<file path="src/rtl/dto_pkg.sv">
package dto_pkg;
  localparam int unsigned ACC_W_DEF   = 24;
  localparam int unsigned INC_MIN_DEF = 838861;   // 10 MHz at 200 MHz ref
  localparam int unsigned INC_MAX_DEF = 4194304;  // 50 MHz at 200 MHz ref

  typedef enum logic {
    POL_RISE = 1'b0,
    POL_FALL = 1'b1
  } hs_pol_e;
endpackage

</file>
<file path="src/rtl/hsync_edge_det.sv">
module hsync_edge_det #(
  parameter int unsigned SYNC_STAGES = 2
) (
  input  logic clk_i,
  input  logic rst_ni,
  input  logic hsync_i,
  input  logic pol_i,
  output logic edge_o
);
  localparam int unsigned CHAIN_W = SYNC_STAGES + 1;

  logic [CHAIN_W-1:0] chain_q;
  logic               cur, prev;
  dto_pkg::hs_pol_e   pol;

  always_ff @(posedge clk_i or negedge rst_ni) begin
    if (!rst_ni) chain_q <= '0;
    else         chain_q <= {chain_q[CHAIN_W-2:0], hsync_i};
  end

  assign cur  = chain_q[SYNC_STAGES-1];
  assign prev = chain_q[SYNC_STAGES];
  assign pol  = dto_pkg::hs_pol_e'(pol_i);

  always_comb begin
    unique case (pol)
      dto_pkg::POL_RISE: edge_o = cur & ~prev;
      dto_pkg::POL_FALL: edge_o = ~cur & prev;
      default:           edge_o = 1'b0;
    endcase
  end
endmodule

</file>
<file path="src/rtl/inc_latch.sv">
module inc_latch #(
  parameter int unsigned     ACC_W   = 24,
  parameter logic [ACC_W-1:0] INC_MIN = ACC_W'(838861),
  parameter logic [ACC_W-1:0] INC_MAX = ACC_W'(4194304)
) (
  input  logic             clk_i,
  input  logic             rst_ni,
  input  logic             load_i,
  input  logic [ACC_W-1:0] inc_i,
  output logic [ACC_W-1:0] inc_q_o
);
  logic [ACC_W-1:0] inc_lim;

  always_comb begin
    if (inc_i < INC_MIN)      inc_lim = INC_MIN;
    else if (inc_i > INC_MAX) inc_lim = INC_MAX;
    else                      inc_lim = inc_i;
  end

  // capture only at line start: rate is constant across a line
  always_ff @(posedge clk_i or negedge rst_ni) begin
    if (!rst_ni)     inc_q_o <= INC_MIN;
    else if (load_i) inc_q_o <= inc_lim;
  end
endmodule

</file>
<file path="src/rtl/phase_acc.sv">
module phase_acc #(
  parameter int unsigned ACC_W = 24
) (
  input  logic             clk_i,
  input  logic             rst_ni,
  input  logic             load_i,
  input  logic [ACC_W-1:0] ofs_i,
  input  logic [ACC_W-1:0] inc_i,
  output logic [ACC_W-1:0] acc_o,
  output logic             carry_o
);
  logic [ACC_W:0] sum;

  assign sum = {1'b0, acc_o} + {1'b0, inc_i};

  always_ff @(posedge clk_i or negedge rst_ni) begin
    if (!rst_ni) begin
      acc_o   <= '0;
      carry_o <= 1'b0;
    end else if (load_i) begin
      // load wins over a coincident carry
      acc_o   <= ofs_i;
      carry_o <= 1'b0;
    end else begin
      acc_o   <= sum[ACC_W-1:0];
      carry_o <= sum[ACC_W];
    end
  end
endmodule

</file>
<file path="src/rtl/dto_pixclk_gen.sv">
module dto_pixclk_gen #(
  parameter int unsigned      ACC_W       = dto_pkg::ACC_W_DEF,
  parameter int unsigned      SYNC_STAGES = 2,
  parameter logic [ACC_W-1:0] INC_MIN     = ACC_W'(dto_pkg::INC_MIN_DEF),
  parameter logic [ACC_W-1:0] INC_MAX     = ACC_W'(dto_pkg::INC_MAX_DEF)
) (
  input  logic             clk_i,
  input  logic             rst_ni,
  input  logic             hsync_i,
  input  logic             hsync_pol_i,
  input  logic [ACC_W-1:0] inc_i,
  input  logic [ACC_W-1:0] phase_ofs_i,
  output logic             pix_clk_o,
  output logic             pix_en_o,
  output logic             line_start_o
);
  logic             sync_edge;
  logic [ACC_W-1:0] inc_q;
  logic [ACC_W-1:0] acc;
  logic             line_start_q;

  hsync_edge_det #(.SYNC_STAGES(SYNC_STAGES)) u_edge (
    .clk_i  (clk_i),
    .rst_ni (rst_ni),
    .hsync_i(hsync_i),
    .pol_i  (hsync_pol_i),
    .edge_o (sync_edge)
  );

  inc_latch #(.ACC_W(ACC_W), .INC_MIN(INC_MIN), .INC_MAX(INC_MAX)) u_inc (
    .clk_i  (clk_i),
    .rst_ni (rst_ni),
    .load_i (sync_edge),
    .inc_i  (inc_i),
    .inc_q_o(inc_q)
  );

  phase_acc #(.ACC_W(ACC_W)) u_acc (
    .clk_i  (clk_i),
    .rst_ni (rst_ni),
    .load_i (sync_edge),
    .ofs_i  (phase_ofs_i),
    .inc_i  (inc_q),
    .acc_o  (acc),
    .carry_o(pix_en_o)
  );

  always_ff @(posedge clk_i or negedge rst_ni) begin
    if (!rst_ni) line_start_q <= 1'b0;
    else         line_start_q <= sync_edge;
  end

  assign line_start_o = line_start_q;
  assign pix_clk_o    = acc[ACC_W-1];
endmodule

</file>
<file path="config.mk">
export PLATFORM = sky130hd
export DESIGN_NAME = dto_pixclk_gen
export DESIGN_NICKNAME = d
export VERILOG_FILES = /design/src/rtl/dto_pkg.sv /design/src/rtl/hsync_edge_det.sv /design/src/rtl/inc_latch.sv /design/src/rtl/phase_acc.sv /design/src/rtl/dto_pixclk_gen.sv
export SDC_FILE = /design/constraint.sdc
export NUM_CORES = 1
export LEC_CHECK = 0
export BUFFER_PORTS_ARGS = -buffer_cell sky130_fd_sc_hd__buf_2
export CORE_MARGIN = 2
export CORE_UTILIZATION = 35
export CTS_CLUSTER_DIAMETER = 80
export DETAILED_ROUTE_END_ITERATION = 10
export SLEW_MARGIN = 20
export SYNTH_ARGS = -nofsm -noshare
export SYNTH_HDL_FRONTEND = slang
export SYNTH_SLANG_ARGS = --single-unit
export TNS_END_PERCENT = 100
</file>
<file path="constraint.sdc">
create_clock -name clk_i -period 2.98 [get_ports clk_i]
set_input_delay 0.298 -clock clk_i [delete_from_list [all_inputs] [get_ports clk_i]]
set_output_delay 0.298 -clock clk_i [all_outputs]
set_load 0.02 [all_outputs]
</file>
* Word-level counts from Yosys, hierarchy flattened
Cells that the tools add are included.
** Cells by class
- Shift-type cells :: 0
- Bitwise logic cells :: 5
- Reduce and logical (&&, ||, !) cells :: 0
- $mul :: 0
- $lt $le $gt $ge :: 2
- Divide/modulo/power cells :: 0
- Mux-type cells :: 5
- $add $sub $neg :: 1
- Equality and inequality tests :: 0
** Operators by type and width (count)
- 24-bit 2-to-1 mux :: 3
- 24-bit by 24-bit adder with 25-bit output :: 1
- 24-bit by 23-bit > comparator with 1-bit output (second input constant) :: 1
- 24-bit by 20-bit < comparator with 1-bit output (second input constant) :: 1
- 1-bit inverter :: 3
- 1-bit bitwise AND :: 2
- 1-bit case mux with 2 select lines :: 1
- 1-bit 2-to-1 mux :: 1
** Word-level totals
- ROM bits :: 0
- Bits of input ports :: 52
- Register bits :: 53
- Memory bits (writable) :: 0
- Memories :: 0
- Latch bits :: 0
- Output and inout port bits :: 3
- Logic and storage cells :: 18

* Logic depth before layout (Yosys ltp)
Gate-level depths: netlist (run 1).
- Depth in word-level cells :: 4
- Mapped depth :: 9
- Gate-level depth less buffers :: 9

* Modules after synthesis
A second synthesis (run 1) with hierarchy kept.
** Unflattened totals
- Cells, all modules :: 379
- Area, all modules :: 3449.6 µm²
** By module, submodules not included
- phase_acc :: area each 2215.9 µm², seq. area each 625.6 µm², instances 1, cells each 267
- inc_latch :: area each 1111.1 µm², seq. area each 614.3 µm², instances 1, cells each 105
- hsync_edge_det :: area each 97.6 µm², seq. area each 75.1 µm², instances 1, cells each 6
- dto_pixclk_gen :: area each 25.0 µm², seq. area each 25.0 µm², instances 1, cells each 1

* Worst setup path after synthesis (run 1)
OpenSTA, ideal clock, no wires.
- Path type :: register to register
- From :: reg u_inc.inc_q_o[0]
- To :: reg u_acc.acc_o[18]
- Arrival time :: 2359 ps
- Path buffers :: 0
- Stages on the path, launching flop included :: 10
- Library setup time :: 71 ps
- Period minus slack after synthesis :: 2430 ps
- Data required time :: 2909 ps
- Setup slack :: 550 ps
- Cells stage by stage :: dfstp_2 ha_1 inv_1 fa_1 and2b_1 o2111ai_2 a21oi_2 o21ai_2 or4_1 nand4_1
** Between the ends
- Longest elaborated chain between the ends :: 2
** Ends and longest elaborated chain
- start: declaration :: line inc_latch.sv:10 : output logic [ACC_W-1:0] inc_q_o
- start signal: assignment :: line inc_latch.sv:23 : else if (load_i) inc_q_o <= inc_lim;
- 24-bit by 24-bit adder with 25-bit output :: line phase_acc.sv:14 : assign sum = {1'b0, acc_o} + {1'b0, inc_i};
- 24-bit 2-to-1 mux :: line phase_acc.sv:20 : end else if (load_i) begin
- end signal: assignment :: line phase_acc.sv:22 : acc_o <= ofs_i;
- end signal: assignment :: line phase_acc.sv:25 : acc_o <= sum[ACC_W-1:0];
- end: declaration :: line phase_acc.sv:9 : output logic [ACC_W-1:0] acc_o,
Every way passes these cells.
A chain may end at the register's enable or synchronous reset.

* Worst setup path after layout (run 1)
Same ends and word-level chain as after synthesis.

==> impl_metrics.tcl, run 1 <==
set metrics [dict create \
    status "finished clean" \
    die-area_sq_um 11200 \
    area_growth_pct 12.3 \
    crit_type "reg2reg" \
    grt_usage_pct 18.5 \
    cp-startpoint "u_inc.inc_q_o[0]" \
    postSynth.asyncResetShare_pct 100 \
    die_h_um 106 \
    antenna_cells 0 \
    nNetsFinal 531 \
    clkTransAtPathRegs_ns 0.11 \
    ys_seq_area_share_pct 36.9 \
    cts_hold_buffers 0 \
    critPathMaxFanout 6 \
    yosysWarningCount 0 \
    grt_max_degree 54 \
    wl_per_cell_um 16.5 \
    cts-root-to-sink-buffers 2 \
    cts_root_buf "clkbuf_8" \
    cpPeakStageDelay_ns 0.55 \
    setup_viol_count_final 0 \
    synth_area_leaders "dfrtp_1 (29%), ha_1 (8.3%), dfstp_2 (8.0%)" \
    cp_slowest_cell "dfstp_2" \
    min_period_over_period_pct 90.6 \
    h-tree-depth 2 \
    synth_area_leader_cell "dfrtp_1" \
    synth_enable_flop_cells 0 \
    crit_path_start_kind "flop" \
    tightest_slew_ns 0.700 \
    required_ns 3.24 \
    clock.fmax_mhz 370 \
    clk_latency_ns 0.33 \
    numPortBuffers 54 \
    rows 37 \
    dp.cells 583 \
    power_mw 3.45 \
    slew_violations 0 \
    min-delay-start "hsync_i" \
    finalNonFillerCells 591 \
    tns_ns 0 \
    grt-ovfl-total 0 \
    finClkSkew_ns 0.0147 \
    cts_resized 0 \
    cts_sinks 53 \
    drtIter0Drc 148 \
    post_cts_buffers 0 \
    synthAdderAreaFrac_pct 8.82 \
    syn_nets 487 \
    synth_xor_area_share_pct 1.93 \
    syn_avg_cell_area_sq_um 8.86 \
    core-area_sq_um 10200 \
    syn_area_sq_um 3630 \
    min-delay-path-class "in2reg" \
    drt-pass1-iter-count 4 \
    ys_ff_latch 53 \
    vias_per_cell 5.49 \
    place_congestion 0.866 \
    slew_headroom_pct 53.4 \
    drive_above_1_share_pct 21.1 \
    grt_pass1_wl_mm 16.5 \
    antenna_found_initial 0 \
    holdWs_ns 0.0814 \
    period_minus_slack_ns 2.70 \
    wl_mm 9.77 \
    critPathTopFamily "simple AND/OR/NAND/NOR gates" \
    synthTopCellsByCount "nand2_1 (54), dfrtp_1 (42), nor2_1 (34), a21oi_1 (30), ha_1 (24)" \
    synth_mux_area_share_pct 0.826 \
    drtAntennaViolNets 0 \
    synth_cell_types 71 \
    drc_errors 0 \
    synth_top_cell_area_share_pct 28.9 \
    power.leakage_nw 1.80 \
    ir_drop_mv 0.287 \
    reg2reg_from "u_inc.inc_q_o[0]" \
    path_cells "ha_1, inv_1, fa_1, and2b_1, o2111ai_2, a21oi_2, o21ai_2, or4_1, nand4_1" \
    dp_hpwl_mm 7.30 \
    synth_top_family_by_area "compound AO/OA/AOI/OAI gates" \
    routed-via-count 3247 \
    grt_pass1_vias 3253 \
    crit_arrival_ns 2.96 \
    cts_tree "yes" \
    dominantRegCellSynth "dfrtp_1" \
    critPathBufInv 1 \
    cts_buffers 5 \
    synth.most_common_cell "nand2_1" \
    rsz0062_at_grt "false" \
    powerDensity_nw_per_um2 845 \
    start_util_pct 35.7 \
    end_kind "flop" \
    die_w_um 106 \
    synth-simple-area-share_pct 20.7 \
    drv_cap 0 \
    ios 55 \
    synth_compound_area_share_pct 26.3 \
    finalHoldViolCount 0 \
    syn_inst 410 \
]
-- worst register-to-register path, delay by kind of cell (launching register included) --
family / cells / cell delay (ns)
adder cells (fa/ha/maj): 2 / 0.59
AND/OR/NAND/NOR: 3 / 0.80
buffers and inverters: 1 / 0.07
AO/OA/AOI/OAI: 3 / 0.63
flip-flops: 1 / 0.55
-- layer usage --
layer / wire length, um / global-route usage, % / share of wire [%]
met5: 0 / 0 / 0
met4: 147 / 5.08 / 1.5
met3: 510 / 3.13 / 5.2
met2: 4490 / 29.9 / 46
met1: 4630 / 25.9 / 47
-- where the power goes --
| part | total [mW] | leakage (nW) | switching, mW | internal, mW |
|---|---|---|---|---|
| clock | 0.456 | 0.0512 | 0.267 | 0.189 |
| sequential | 1.06 | 0.631 | 0.0956 | 0.959 |
| combinational | 1.94 | 1.12 | 1.15 | 0.789 |
-- registers in the layout, summed over array words and instances, names as in the netlist --
register	count
u_acc.acc_o	24
u_edge.chain_q	3
line_start_o	1
u_acc.carry_o	1
u_inc.inc_q_o	24
-- layout make-up --
cell class	instances	area, sq um
Tap cell	136	170
Clock buffer	6	82.6
Timing Repair Buffer	60	315
Multi-Input combinational cell	326	2130
Inverter	8	30.0
Fill cell	1072	6110
Sequential cell	53	1340
Clock inverter	2	13.8
-- logic make-up (layout without fill, tap and decap cells) --
| family | after synthesis | count (layout) |
|---|---|---|
| buf+inv | 31 | 76 |
| simple gates | 157 | 157 |
| xor+xnor | 8 | 8 |
| compound gates | 133 | 133 |
| fa+ha+maj | 25 | 25 |
| mux | 3 | 3 |
| flops | 53 | 53 |
-- through the flow --
step | setup WS, ns | util, % | area (sq um)
2_1_floorplan | 0.550 | - | 3630
3_3_place_gp | 0.367 | 39.1 | 3980
3_5_place_dp | 0.323 | 39.1 | 3980
4_1_cts | 0.287 | 40.0 | 4080
5_1_grt | 0.0538 | 40.0 | 4080
6_report | 0.280 | 40.0 | 4080
-- placed cells by master (no fill, tap or decap), drive strengths merged, types with 8 or more instances in the layout --
master  count
nand4      11
inv         8
o21ai      27
a21oi      32
nand3      17
a22o        9
nor2       34
a21o        9
dfstp      11
nand2      54
dfrtp      42
and3        9
buf        60
ha         24
-- path summary, 6_finish.rpt --
path                                      to  slack (ns)  depth (start not counted)
hold / removal             u_edge.chain_q[0]        0.08                          1
setup / recovery             u_acc.acc_o[18]        0.28                          9
max in group asynchronous    u_acc.acc_o[16]        2.42                          2
setup reg to reg             u_acc.acc_o[18]        0.28                          9
min in group asynchronous     u_acc.acc_o[3]        0.09                          2
hold reg to reg            u_edge.chain_q[1]        0.36                          0
Note: power is estimated with default switching activity, not from simulation.
==> run 2: changes to the inputs <==
- SYNTH_HIERARCHICAL: unset -> 1
==> impl_metrics.tcl, run 2 <==
set metrics [dict create \
    cp-startpoint "u_inc/inc_q_o[0]" \
    routed-via-count 3079 \
    synth_enable_flop_cells 0 \
    multi_input_area_sq_um 2000 \
    r2r_slack_ns 0.40 \
    final_common_cell "buf_2" \
    cts_sinks 53 \
    h-tree-depth 2 \
    clock.fmax_mhz 388 \
    power.leakage_nw 1.72 \
    syn_inst 379 \
    drive_above_1_share_pct 21.4 \
    syn_avg_cell_area_sq_um 9.10 \
    post_cts_buffers 0 \
    synth_area_leader_cell "dfrtp_1" \
    postSynth.asyncResetShare_pct 100 \
    die-area_sq_um 10700 \
    die_h_um 103 \
    rows 36 \
    ios 55 \
    dp.cells 553 \
    critPathMaxFanout 5 \
    nNetsFinal 505 \
    drt-pass1-iter-count 4 \
    reg2regPathDepth 9 \
    timing.rr.end "u_acc/acc_o[22]" \
    rsz0062_at_grt "false" \
    finClkSkew_ns 0.0132 \
    reg2reg_from "u_inc/inc_q_o[0]" \
    die_w_um 103 \
    grt_pass1_wl_mm 14.8 \
    grt_pass1_vias 2957 \
    cts_root_buf "clkbuf_8" \
    finalNonFillerCells 562 \
    antenna_cells 0 \
    finalHoldViolCount 0 \
    cts-root-to-sink-buffers 2 \
    tns_ns 0 \
    crit_path_start_kind "flop" \
    synth_top_cell_area_share_pct 30.5 \
    setup_viol_count_final 0 \
    grt-ovfl-total 0 \
    grt_usage_pct 18.0 \
    drtIter0Drc 130 \
    min-delay-path-class "in2reg" \
    largestRegisters "u_acc/acc_o (24), u_inc/inc_q_o (24), u_edge/chain_q (3)" \
    layout_common_cells "buf_2 (54), nand2_1 (47), dfrtp_1 (42)" \
    clkTransAtPathRegs_ns 0.10 \
    drtAntennaViolNets 0 \
    slew_violations 0 \
    required_ns 3.20 \
    ys_seq_area_share_pct 38.8 \
    clk_latency_ns 0.31 \
    antenna_found_initial 0 \
    synth.most_common_cell "nand2_1" \
    area_growth_pct 15.2 \
    cts_buffers 5 \
    crit_arrival_ns 2.79 \
    powerDensity_nw_per_um2 867 \
    syn_area_sq_um 3450 \
    vias_per_cell 5.48 \
    place_congestion 0.876 \
    slew_headroom_pct 58.1 \
    end_kind "flop" \
    crit_end "u_acc/acc_o[22]" \
    drc_errors 0 \
    period_minus_slack_ns 2.58 \
    ir_drop_mv 0.333 \
    numPortBuffers 54 \
    synth_cell_types 61 \
    start_util_pct 35.6 \
    min_period_over_period_pct 86.5 \
    ys_ff_latch 53 \
    syn_nets 456 \
    holdWs_ns 0.0879 \
    synth_area_leaders "dfrtp_1 (30%), ha_1 (8.7%), dfstp_2 (8.4%)" \
    tightest_slew_ns 0.623 \
    synthTopCellsByCount "nand2_1 (47), dfrtp_1 (42), o21ai_0 (33), a21oi_1 (30)" \
    wl_mm 9.01 \
    crit_type "reg2reg" \
    grt_max_degree 47 \
    dominantRegCellSynth "dfrtp_1" \
    fin_util_pct 41.0 \
    yosysWarningCount 6 \
    dp_hpwl_mm 6.92 \
    drv_cap 0 \
    cts_tree "yes" \
    core-area_sq_um 9680 \
    seqCellArea_sq_um 1340 \
    wl_per_cell_um 16.0 \
    status "finished clean" \
    fillers 968 \
]
[run 2: cell count changes after synthesis, moves of 8 or more]
cell	delta
a32o_1	+10
nor2_1	-10
buf_2	-8
o22ai_1	+13
clkbuf_1	+8
nand4_1	-9
a22o_1	-9
o21ai_0	+11
[run 2: cells by family after synthesis]
logic type	Yosys count	synth area share, %
flops	53	38.8
xor+xnor	15	3.81
buf+inv	27	3.30
simple gates	120	17.3
compound gates	137	26.8
fa+ha+maj	25	9.29
mux	2	0.617
[run 2: repair_timing]
item                                   4_1_cts  5_1_grt
gates resized for setup                      0        0
hold buffers                                 1        0
endpoints found under the hold margin       17        0
setup endpoints to repair                    0        0
[run 2: cell type report]
class | instances | area share (%)
tap | 133 | 4.19
multi-input combinational | 299 | 50.4
clock buffer | 5 | 1.73
timing repair buffer | 60 | 8.00
clock inverter | 3 | 1.10
sequential | 53 | 33.7
inverter | 9 | 0.850
[run 2: worst max-delay path, stage by stage (launching register included)]
cell	delay (ns)
dfstp_2	0.55
ha_1	0.19
inv_1	0.07
fa_1	0.38
nand2b_1	0.17
a21oi_1	0.31
o211a_1	0.27
nor3b_2	0.10
o211a_1	0.22
a311oi_1	0.22
[run 2: power breakdown]
part	switching (mW)	internal, mW
registers	0.103	0.965
logic	1.11	0.758
clock network	0.255	0.252
[run 2: stage by stage]
stage          area, sq um  setup WS (ns)  total power, mW
4_1_cts               3970          0.385             3.47
2_1_floorplan         3450          0.705             2.50
6_report              3970          0.401             3.45
5_1_grt               3970          0.219             3.76
3_5_place_dp          3850          0.425             2.94
3_3_place_gp          3850          0.480             2.90
[run 2: worst min path at each step]
stage | endpoint | cells after the start | startpoint | slack, ns
5_1_grt | u_edge/chain_q[0] | 1 | hsync_i | 0.07
3_5_place_dp | u_edge/chain_q[2] | 1 | rst_ni | 0.27
4_1_cts | u_edge/chain_q[0] | 1 | hsync_i | 0.08
2_1_floorplan | line_start_o | 0 | rst_ni | 0.002
6_report | u_edge/chain_q[0] | 1 | hsync_i | 0.09
3_3_place_gp | u_edge/chain_q[2] | 1 | rst_ni | 0.27
[run 2: metal layers]
metal / part of all wire [%] / track usage [%]
met4: 0.84 / 4.55
met2: 48 / 30.0
met5: 0 / 0
met3: 4.5 / 3.02
met1: 46 / 24.5
